$ cat src/rtl/spi_slv_pkg.sv
package spi_slv_pkg;
  // Qualified serial-clock events, one system cycle wide
  typedef struct packed {
    logic lead;   // edge leaving the idle level
    logic trail;  // edge returning to the idle level
  } sck_evt_t;
endpackage

$ cat src/rtl/spi_slv_sync.sv
module spi_slv_sync #(
  parameter int N = 3,
  parameter logic [N-1:0] RST = '0
) (
  input  logic         clk,
  input  logic         rst_n,
  input  logic [N-1:0] d,
  output logic [N-1:0] q
);
  for (genvar i = 0; i < N; i++) begin : g_bit
    logic [1:0] st;
    always_ff @(posedge clk or negedge rst_n) begin
      if (!rst_n) st <= {2{RST[i]}};
      else        st <= {st[0], d[i]};
    end
    assign q[i] = st[1];
  end
endmodule

$ cat src/rtl/spi_slv_edge.sv
module spi_slv_edge
  import spi_slv_pkg::*;
(
  input  logic     clk,
  input  logic     rst_n,
  input  logic     sck_s,
  input  logic     cpol,
  output sck_evt_t evt
);
  logic sck_q;
  logic rise, fall;

  always_ff @(posedge clk or negedge rst_n) begin
    if (!rst_n) sck_q <= 1'b0;
    else        sck_q <= sck_s;
  end

  assign rise = sck_s & ~sck_q;
  assign fall = ~sck_s & sck_q;

  always_comb begin
    evt.lead  = cpol ? fall : rise;
    evt.trail = cpol ? rise : fall;
  end
endmodule

$ cat src/rtl/spi_slv_core.sv
module spi_slv_core
  import spi_slv_pkg::*;
#(
  parameter int DW = 8,
  localparam int CW = $clog2(DW + 1)
) (
  input  logic          clk,
  input  logic          rst_n,
  input  sck_evt_t      evt,
  input  logic          sel,
  input  logic          mosi,
  input  logic          cpha,
  input  logic [DW-1:0] load_word,
  output logic          miso,
  output logic [CW-1:0] cnt_o,
  output logic          busy_o,
  output logic          done_p,
  output logic [DW-1:0] rx_word
);
  localparam logic [CW-1:0] LAST = CW'(DW - 1);

  logic [DW-1:0] tx_sh, rx_sh, rx_nxt;
  logic [CW-1:0] cnt;
  logic          busy, fin, sel_q;

  assign rx_nxt = {rx_sh[DW-2:0], mosi};

  always_ff @(posedge clk or negedge rst_n) begin
    if (!rst_n) begin
      tx_sh <= '0;
      rx_sh <= '0;
      cnt   <= '0;
      busy  <= 1'b0;
      fin   <= 1'b0;
      sel_q <= 1'b0;
    end else begin
      sel_q <= sel;
      if (!sel) begin
        // released: discard any partial byte
        cnt  <= '0;
        busy <= 1'b0;
        fin  <= 1'b0;
      end else if (!cpha) begin
        if (!sel_q) begin
          // fresh select: first bit goes out before any clock edge
          tx_sh <= load_word;
          cnt   <= '0;
          fin   <= 1'b0;
          busy  <= 1'b1;
        end else if (!fin) begin
          if (evt.lead) begin
            rx_sh <= rx_nxt;
            cnt   <= cnt + 1'b1;
            if (cnt == LAST) fin <= 1'b1;
          end
          if (evt.trail && cnt != '0) tx_sh <= tx_sh << 1;
        end
      end else begin
        if (evt.lead) begin
          if (!busy) begin
            tx_sh <= load_word;
            busy  <= 1'b1;
          end else begin
            tx_sh <= tx_sh << 1;
          end
        end
        if (evt.trail && busy) begin
          rx_sh <= rx_nxt;
          if (cnt == LAST) begin
            cnt  <= '0;
            busy <= 1'b0;
          end else begin
            cnt <= cnt + 1'b1;
          end
        end
      end
    end
  end

  always_comb begin
    if (cpha) done_p = sel && evt.trail && busy && (cnt == LAST);
    else      done_p = sel && sel_q && !fin && evt.lead && (cnt == LAST);
  end

  assign miso    = tx_sh[DW-1];
  assign cnt_o   = cnt;
  assign busy_o  = busy;
  assign rx_word = rx_nxt;
endmodule

$ cat src/rtl/spi_byte_slave.sv
module spi_byte_slave
  import spi_slv_pkg::*;
#(
  parameter int DW = 8,
  localparam int CW = $clog2(DW + 1)
) (
  input  logic          clk,
  input  logic          rst_n,
  input  logic          cpol_i,
  input  logic          cpha_i,
  input  logic          sck_i,
  input  logic          mosi_i,
  input  logic          ss_n_i,
  output logic          miso_o,
  output logic          miso_oe_o,
  input  logic          wr_i,
  input  logic [DW-1:0] wr_data_i,
  output logic          tx_ready_o,
  output logic [DW-1:0] rx_data_o,
  output logic          done_o,
  output logic          wcol_o,
  input  logic          clr_i
);
  logic [2:0]    pins_s;
  logic          ss_s, mosi_s, sck_s, sel;
  sck_evt_t      evt;
  logic          shift_bit, busy, done_p;
  logic [CW-1:0] bit_cnt;
  logic [DW-1:0] rx_word, tx_hold, rx_buf;
  logic          done_q, wcol_q;

  spi_slv_sync #(.N(3), .RST(3'b100)) sync_i (
    .clk(clk), .rst_n(rst_n),
    .d({ss_n_i, mosi_i, sck_i}), .q(pins_s)
  );
  assign {ss_s, mosi_s, sck_s} = pins_s;
  assign sel = ~ss_s;

  spi_slv_edge edge_i (
    .clk(clk), .rst_n(rst_n), .sck_s(sck_s), .cpol(cpol_i), .evt(evt)
  );

  spi_slv_core #(.DW(DW)) core_i (
    .clk(clk), .rst_n(rst_n), .evt(evt), .sel(sel), .mosi(mosi_s),
    .cpha(cpha_i), .load_word(tx_hold), .miso(shift_bit), .cnt_o(bit_cnt),
    .busy_o(busy), .done_p(done_p), .rx_word(rx_word)
  );

  // phase 0: closed for the whole select; phase 1: closed mid-byte
  assign tx_ready_o = cpha_i ? ~busy : ss_s;

  always_ff @(posedge clk or negedge rst_n) begin
    if (!rst_n) begin
      tx_hold <= '0;
      rx_buf  <= '0;
      done_q  <= 1'b0;
      wcol_q  <= 1'b0;
    end else begin
      if (wr_i && tx_ready_o) tx_hold <= wr_data_i;
      if (done_p) rx_buf <= rx_word;
      done_q <= done_p | (done_q & ~clr_i);
      wcol_q <= (wr_i & ~tx_ready_o) | (wcol_q & ~clr_i);
    end
  end

  assign miso_oe_o = sel;
  assign miso_o    = sel & shift_bit;
  assign rx_data_o = rx_buf;
  assign done_o    = done_q;
  assign wcol_o    = wcol_q;
endmodule

$ cat config.mk
export PLATFORM = sky130hd
export DESIGN_NAME = spi_byte_slave
export DESIGN_NICKNAME = d
export VERILOG_FILES = /design/src/rtl/spi_slv_pkg.sv /design/src/rtl/spi_slv_sync.sv /design/src/rtl/spi_slv_edge.sv /design/src/rtl/spi_slv_core.sv /design/src/rtl/spi_byte_slave.sv
export SDC_FILE = /design/constraint.sdc
export NUM_CORES = 1
export LEC_CHECK = 0
export BUFFER_PORTS_ARGS = -buffer_cell sky130_fd_sc_hd__buf_2
export CAP_MARGIN = 10
export CORE_MARGIN = 2
export CORE_UTILIZATION = 60
export CTS_CLUSTER_DIAMETER = 100
export CTS_CLUSTER_SIZE = 25
export DETAILED_ROUTE_END_ITERATION = 7
export PLACE_DENSITY_LB_ADDON = 0.05
export SLEW_MARGIN = 20
export SYNTH_ARGS = -nofsm -noshare
export SYNTH_HDL_FRONTEND = slang
export SYNTH_SLANG_ARGS = --single-unit
$ cat constraint.sdc
create_clock -name clk -period 3.4 [get_ports clk]
set_input_delay 0.17 -clock clk [delete_from_list [all_inputs] [get_ports clk]]
set_output_delay 0.17 -clock clk [all_outputs]
set_load 0.03 [all_outputs]
== Yosys cells after proc, flatten, opt, wreduce, memory -nomap -nowiden ==
Cells that the tools add are included.

* Add/sub/neg operators: 1
* Eq/ne operators: 11
* Multiplexer cells: 34
* Bitwise operators: 14
* Reductions and logical operators: 17

{| class="wikitable"
|+ Operator list
! operator !! count
|-
| 8-bit two-way mux || 6
|-
| 7-bit two-way mux || 5
|-
| 4-bit two-way mux || 7
|-
| 1-bit two-way mux || 16
|-
| 1-bit logical AND || 10
|-
| 3-bit != test (second input constant) || 3
|-
| 1-bit AND || 6
|-
| 2-bit by 1-bit != test with 1-bit output (second input constant) || 3
|-
| 1-bit NOT || 6
|-
| 5-bit AND reduction || 1
|-
| 4-bit by 1-bit adder with 4-bit output (second input constant) || 1
|-
| 4-bit by 3-bit equality test with 1-bit output (second input constant) || 1
|-
| 4-bit by 3-bit != test with 1-bit output (second input constant) || 1
|-
| 4-bit != test (second input constant) || 1
|-
| 4-bit AND reduction || 1
|-
| 2-bit nonzero test || 2
|-
| 4-bit nonzero test || 1
|-
| 3-bit by 1-bit != test with 1-bit output (second input constant) || 1
|-
| 3-bit AND reduction || 1
|-
| 2-bit != test (second input constant) || 1
|-
| 1-bit OR || 2
|-
| 1-bit logical NOT || 1
|}

* Flip-flop bits (word level): 47
* Input bits: 17
* Output and inout port bits: 13

== Depth between registers and ports, before layout ==
* Depth after elaboration: 8
* Gate-level depth with buffers: 7
* Mapped depth without buffers: 6

== Hierarchy ==
From an unflattened synthesis, not the netlist that was laid out.

* Cells, all modules: 152
* Area, all modules: 2090.8 um2

{| class="wikitable"
|+ Modules (own cells, without submodules)
! module !! times used !! cells an instance !! area an instance (um2)
|-
| spi_slv_core || 1 || 93 || 1127.3
|-
| spi_byte_slave || 1 || 45 || 729.4
|-
| spi_slv_sync || 1 || 9 || 175.2
|-
| spi_slv_edge || 1 || 5 || 58.8
|}

== Worst setup path after synthesis ==
No wires, ideal clock.

* Path type: reg2reg
* Start: reg sync_i.g_bit[2].st[1]
* End: reg tx_hold[0]
* Arrival time: 1978 ps
* Slack: 1298 ps
* Cell stages (with the launch flop): 6
* Path buffers: 1
* Period minus slack after synthesis: 2102 ps
* Path through: dfstp_2 > buf_2 > nor2_1 > a21oi_1 > nand2_1 > mux2_2

* Cells in the longest elaborated chain, start to end: 2

{| class="wikitable"
|+ Ends and longest elaborated chain
! item !! RTL line !! text
|-
| start, declared || spi_slv_sync.sv:11 || <nowiki>logic [1:0] st;</nowiki>
|-
| start signal, assigned || spi_slv_sync.sv:13 || <nowiki>if (!rst_n) st <= {2{RST[i]}};</nowiki>
|-
| start signal, assigned || spi_slv_sync.sv:14 || <nowiki>else st <= {st[0], d[i]};</nowiki>
|-
| 1-bit two-way mux || spi_byte_slave.sv:50 || <nowiki>assign tx_ready_o = cpha_i ? ~busy : ss_s;</nowiki>
|-
| via tx_ready_o || spi_byte_slave.sv:18 || <nowiki>output logic tx_ready_o,</nowiki>
|-
| 1-bit logical AND || spi_byte_slave.sv:59 || <nowiki>if (wr_i && tx_ready_o) tx_hold <= wr_data_i;</nowiki>
|-
| end signal, assigned || spi_byte_slave.sv:59 ||
|-
| end, declared || spi_byte_slave.sv:29 || <nowiki>logic [DW-1:0] rx_word, tx_hold, rx_buf;</nowiki>
|}

The timed path passes the listed nets, and every way through them passes these cells.
A chain may end at the register's enable or synchronous reset.

== Worst setup path after layout ==
* Start: reg edge_i.sck_q
* End: reg rx_buf[0], in the netlist rx_data_o[0]

* Cells in the longest elaborated chain, start to end: 7
* Elaborated cells between the ends (all ways): 11

{| class="wikitable"
|+ Ends and longest elaborated chain
! item !! RTL line !! text
|-
| start, declared || spi_slv_edge.sv:10 || <nowiki>logic sck_q;</nowiki>
|-
| start signal, assigned || spi_slv_edge.sv:15 || <nowiki>else sck_q <= sck_s;</nowiki>
|-
| 1-bit NOT || spi_slv_edge.sv:18 || <nowiki>assign rise = sck_s & ~sck_q;</nowiki>
|-
| 1-bit AND || spi_slv_edge.sv:18 ||
|-
| 1-bit two-way mux || spi_slv_edge.sv:23 || <nowiki>evt.trail = cpol ? rise : fall;</nowiki>
|-
| 1-bit logical AND (3 in a row) || spi_slv_core.sv:81 || <nowiki>if (cpha) done_p = sel && evt.trail && busy && (cnt == LAST);</nowiki>
|-
| 1-bit two-way mux * || spi_slv_core.sv:81 ||
|-
| end signal, assigned || spi_byte_slave.sv:60 || <nowiki>if (done_p) rx_buf <= rx_word;</nowiki>
|-
| end, declared || spi_byte_slave.sv:29 ||
|}

Mark *: on every way between the ends. The rest lies on a longest branch, timed or not.

==> flow_results.org <==
** Outcome
- Outcome :: finished, final reports clean

** Cells and area
- Fill cell count :: 240
- Diode insertion count for antenna repair :: 0
- Area used by multi-input combinational logic :: 850 sq um
- The area growth from synthesis to layout is 14.9%.
- Fraction of final layout cells with drive strength greater than 1 :: 0.471
- With fillers left out, the area of the finished cells amounts to 2380 sq um.
- Excluding fillers, the count of instances in the completed layout stands at around 230.
- Summing all flip-flop and latch instances after layout gives about 1200 sq um.
- Post-layout net count :: 205

** CTS
- TritonCTS clock tree :: yes
- Clk_lat worst skew :: 0.37 ns
- Counting the buffers created by CTS gives 5.
- Clock-pin transition on the worst setup and hold timing paths :: 0.14 ns
- Once the clock tree was built, the setup fixing pass inserted 0 buffers.
- Maximum clock path buffer count :: 2
- Num Clock Sinks :: 47
- In this run, post-CTS repair resized a total of 0 instances.
- The tree is rooted in a sky130_fd_sc_hd__clkbuf_4.
- CTS built an H-tree with a depth of 2.

** Synth
- Unique cell type count in the Yosys netlist :: 41
- Top-count cell post-synth :: sky130_fd_sc_hd__dfrtp_1
- Of all flip-flops after synthesis, the portion carrying an async set or reset was 1.00.
- Synthesis-stage register bit count :: 47
- Count of flip-flops with a built-in enable after synthesis :: 0
- Proportion of netlist area held by the largest area contributor :: 0.542
- Cell area after technology mapping :: 2080 sq um
- Syn nets :: 168
- The average instance in the mapped netlist occupies 13.9 sq um.
- Yosys warning count :: 0
- Among all flip-flop cells after synthesis, the most frequent one is sky130_fd_sc_hd__dfrtp_1.
- Area contributors post-synth :: sky130_fd_sc_hd__dfrtp_1 54%, sky130_fd_sc_hd__mux2_2 21%, sky130_fd_sc_hd__dfstp_2 2.5%, sky130_fd_sc_hd__inv_1 1.3%, sky130_fd_sc_hd__a211o_1 1.3%
- Of the synthesized area, sequential elements account for 0.568.
- By count the netlist is led by 45 x sky130_fd_sc_hd__dfrtp_1, 38 x sky130_fd_sc_hd__mux2_2, 7 x sky130_fd_sc_hd__inv_1.
- Synthesis handed over a netlist of 149 instances.
- Leading area contributor after synthesis :: sky130_fd_sc_hd__dfrtp_1

** Power
- IR Drop Worst-Case VDD :: 0.000421 V
- Power spread over the standard cell area amounts to 521 nW/um^2.
- Lkg Pwr :: about 1.1 nW
- Total power for the finished layout comes to between 0.001 and 0.0015 W.

** Run
- Across the run, the number of max-cap violations was 0.

** Global routing
- The initial antenna violation count is 0.
- Entering global routing, the biggest net connects 48 pins.
- Vias in the first global route :: 1314
- Total gr overflow :: 0
- Wire length of the first global-routing pass :: 6160 microns
- Total routing resource utilization after global routing :: 0.202

** Floorplan
- For this configuration, the core starts out at a cell density of 0.622.
- Row generation in the floorplan step produced 21 rows.
- Height of the chip :: 62.8 microns
- After floorplanning, the core was sized to cover 3340 sq um.
- Area of the die :: 3950 sq um
- During I/O placement, the number of pins put on the boundary was 30.
- The die is 62.8 microns wide.

** Critical path
- At the worst endpoint, the required time is between 3 and 4 ns.
- The most critical setup path has its endpoint at rx_data_o[0].
- Critical path fanouts, max :: 9
- The worst register-to-register path ends at rx_data_o[0].
- Crit path launch :: edge_i.sck_q
- Element type at the critical path start :: flop
- R2r setup slk :: ~1.3 ns
- The number of cells on the worst reg-to-reg path is 4.
- Data arrives at the worst endpoint at between 2 and 2.5 ns.
- The critical path is of the reg2reg type.
- STA classifies the critical path endpoint as a flop.
- The startpoint identified for the worst register-to-register timing path is edge_i.sck_q.

** Timing
- Worst-Margin Slew :: 0.700 ns
- Relative max-transition margin :: 0.532
- Min cycle time layout :: about 2.1 ns
- Max-slew violation count :: 0
- Maximum clock frequency :: approximately 480 MHz
- The count of endpoints failing hold in the final timing report was 0.
- For the final routed database, the setup TNS stands at 0 ns.
- Setup repair after global routing left no endpoint under its margin.
- In the finished design, the share of the clock period the worst path needs comes to 0.614.
- Setup violations remaining at the end of the flow were counted as 0.
- Setup slack on the critical path of the routed design comes to roughly 1.3 ns.
- The clock arrives with about 0.015 ns of skew.

** Min path
- The worst hold path belongs to the class in2reg.
- The worst hold path was traced through 2 stages.

** Place
- Last weighted congestion value of the routability-driven placer :: 0.883
- Post-placement cell count :: 221
- Total of buffers placed on input and output ports :: 29
- Post-detailed-placement cell area :: approximately 2300 sq um
- Estimated wirelength of the detail-placed design :: between 2000 and 3000 microns
- Worst setup timing slack at the placement stage :: between 1 and 1.5 ns

** Route
- For this run, design rule violations remaining after detail routing come to 0.
- Wire length per cell :: 15.5 microns
- The count of nets left with antenna violations once routing finished came out at 0.
- The detailed router finished its first iteration with roughly 110 violations.
- In the routed layout, each cell is associated on average with a via count of 5.54.
- Summing over every cut layer, the via total after detailed routing is between 1000 and 1500.
- For this run, the detailed router's first-pass iteration total came to 4.
- Wires add up to 3620 microns.
==> power by group <==
part           internal (W)  switching [W]
combinational      0.000114      0.0000851
clock              0.000159       0.000184
sequential         0.000646      0.0000555
==> through the flow <==
step,hold slack (ns),util
after floorplan,-0.126,-
final,0.0292,0.715
after detailed placement,0.276,0.676
after global routing,0.0177,0.715
after global placement,0.277,0.676
after CTS,0.0185,0.714
==> logic make-up (layout without fill, tap and decap cells) <==
family,Yosys count,count (layout),share of synthesized area
muxes,39,39,0.211
buffers and inverters,10,48,0.0229
adders and majority gates,2,2,0.0121
DFF,47,47,0.568
and+or+nand+nor,26,26,0.0880
AOI/OAI and AO/OA,25,25,0.0983
==> repair_timing <==
item	4_1_cts	5_1_grt
hold buffers	4	0
setup endpoints to repair	0	0
endpoints found under the hold margin	38	0
==> layout by cell type, fill, tap and decap left out, drive strengths merged, types with 2 or more instances in the layout <==
| cell type | instances |
|---|---|
| nand3 | 2 |
| o21ai | 2 |
| nand3b | 2 |
| nor2b | 2 |
| a211o | 3 |
| clkbuf | 5 |
| a21o | 3 |
| mux2 | 38 |
| dfrtp | 45 |
| nor2 | 3 |
| nand2b | 3 |
| o21bai | 2 |
| a21oi | 6 |
| a2111oi | 2 |
| and3b | 2 |
| dlygate4sd3 | 4 |
| inv | 8 |
| dfstp | 2 |
| ha | 2 |
| buf | 29 |
| nand2 | 2 |
| nor3b | 3 |
==> how the worst min path moves through the flow <==
stage	from	endpoint	slack, ns
floorplan	rst_n	core_i.busy_o	-0.13
global route	wr_data_i[5]	tx_hold[5]	0.02
global placement	ss_n_i	sync_i.g_bit[2].st[0]	0.28
finish	wr_data_i[1]	tx_hold[1]	0.03
detailed placement	ss_n_i	sync_i.g_bit[2].st[0]	0.28
CTS	wr_data_i[1]	tx_hold[1]	0.02
==> layer usage <==
layer | GRT usage | share of wire | vias up
met5 | 0 | 0 | -
met4 | 0.0639 | 0.013 | 0
met3 | 0.0577 | 0.035 | 5
met2 | 0.340 | 0.50 | 26
met1 | 0.253 | 0.45 | 644
li1 | - | - | 615
==> worst max-delay path, stage by stage (launching register included) <==
cell	delay (ns)
sky130_fd_sc_hd__dfrtp_1	0.45
sky130_fd_sc_hd__nor4b_2	0.41
sky130_fd_sc_hd__o21bai_2	0.17
sky130_fd_sc_hd__a211oi_4	0.55
sky130_fd_sc_hd__mux2_2	0.39
==> final cells by class <==
class,count,share of cell area
timing repair buffer,33,0.0787
clock buffer,5,0.0157
inverter,7,0.0110
clock inverter,3,0.0199
tap,46,0.0241
multi-input combinational,92,0.356
sequential,47,0.494
==> registers in the layout (all words and copies together) (netlist names) <==
register         flops
core_i.fin           1
core_i.rx_sh         7
done_o               1
core_i.sel_q         1
wcol_o               1
rx_data_o            8
core_i.tx_sh         8
core_i.busy_o        1
tx_hold              8
edge_i.sck_q         1
core_i.cnt_o         4
sync_i.g_bit.st      6
No activity file was read; power rests on OpenSTA's default activity.
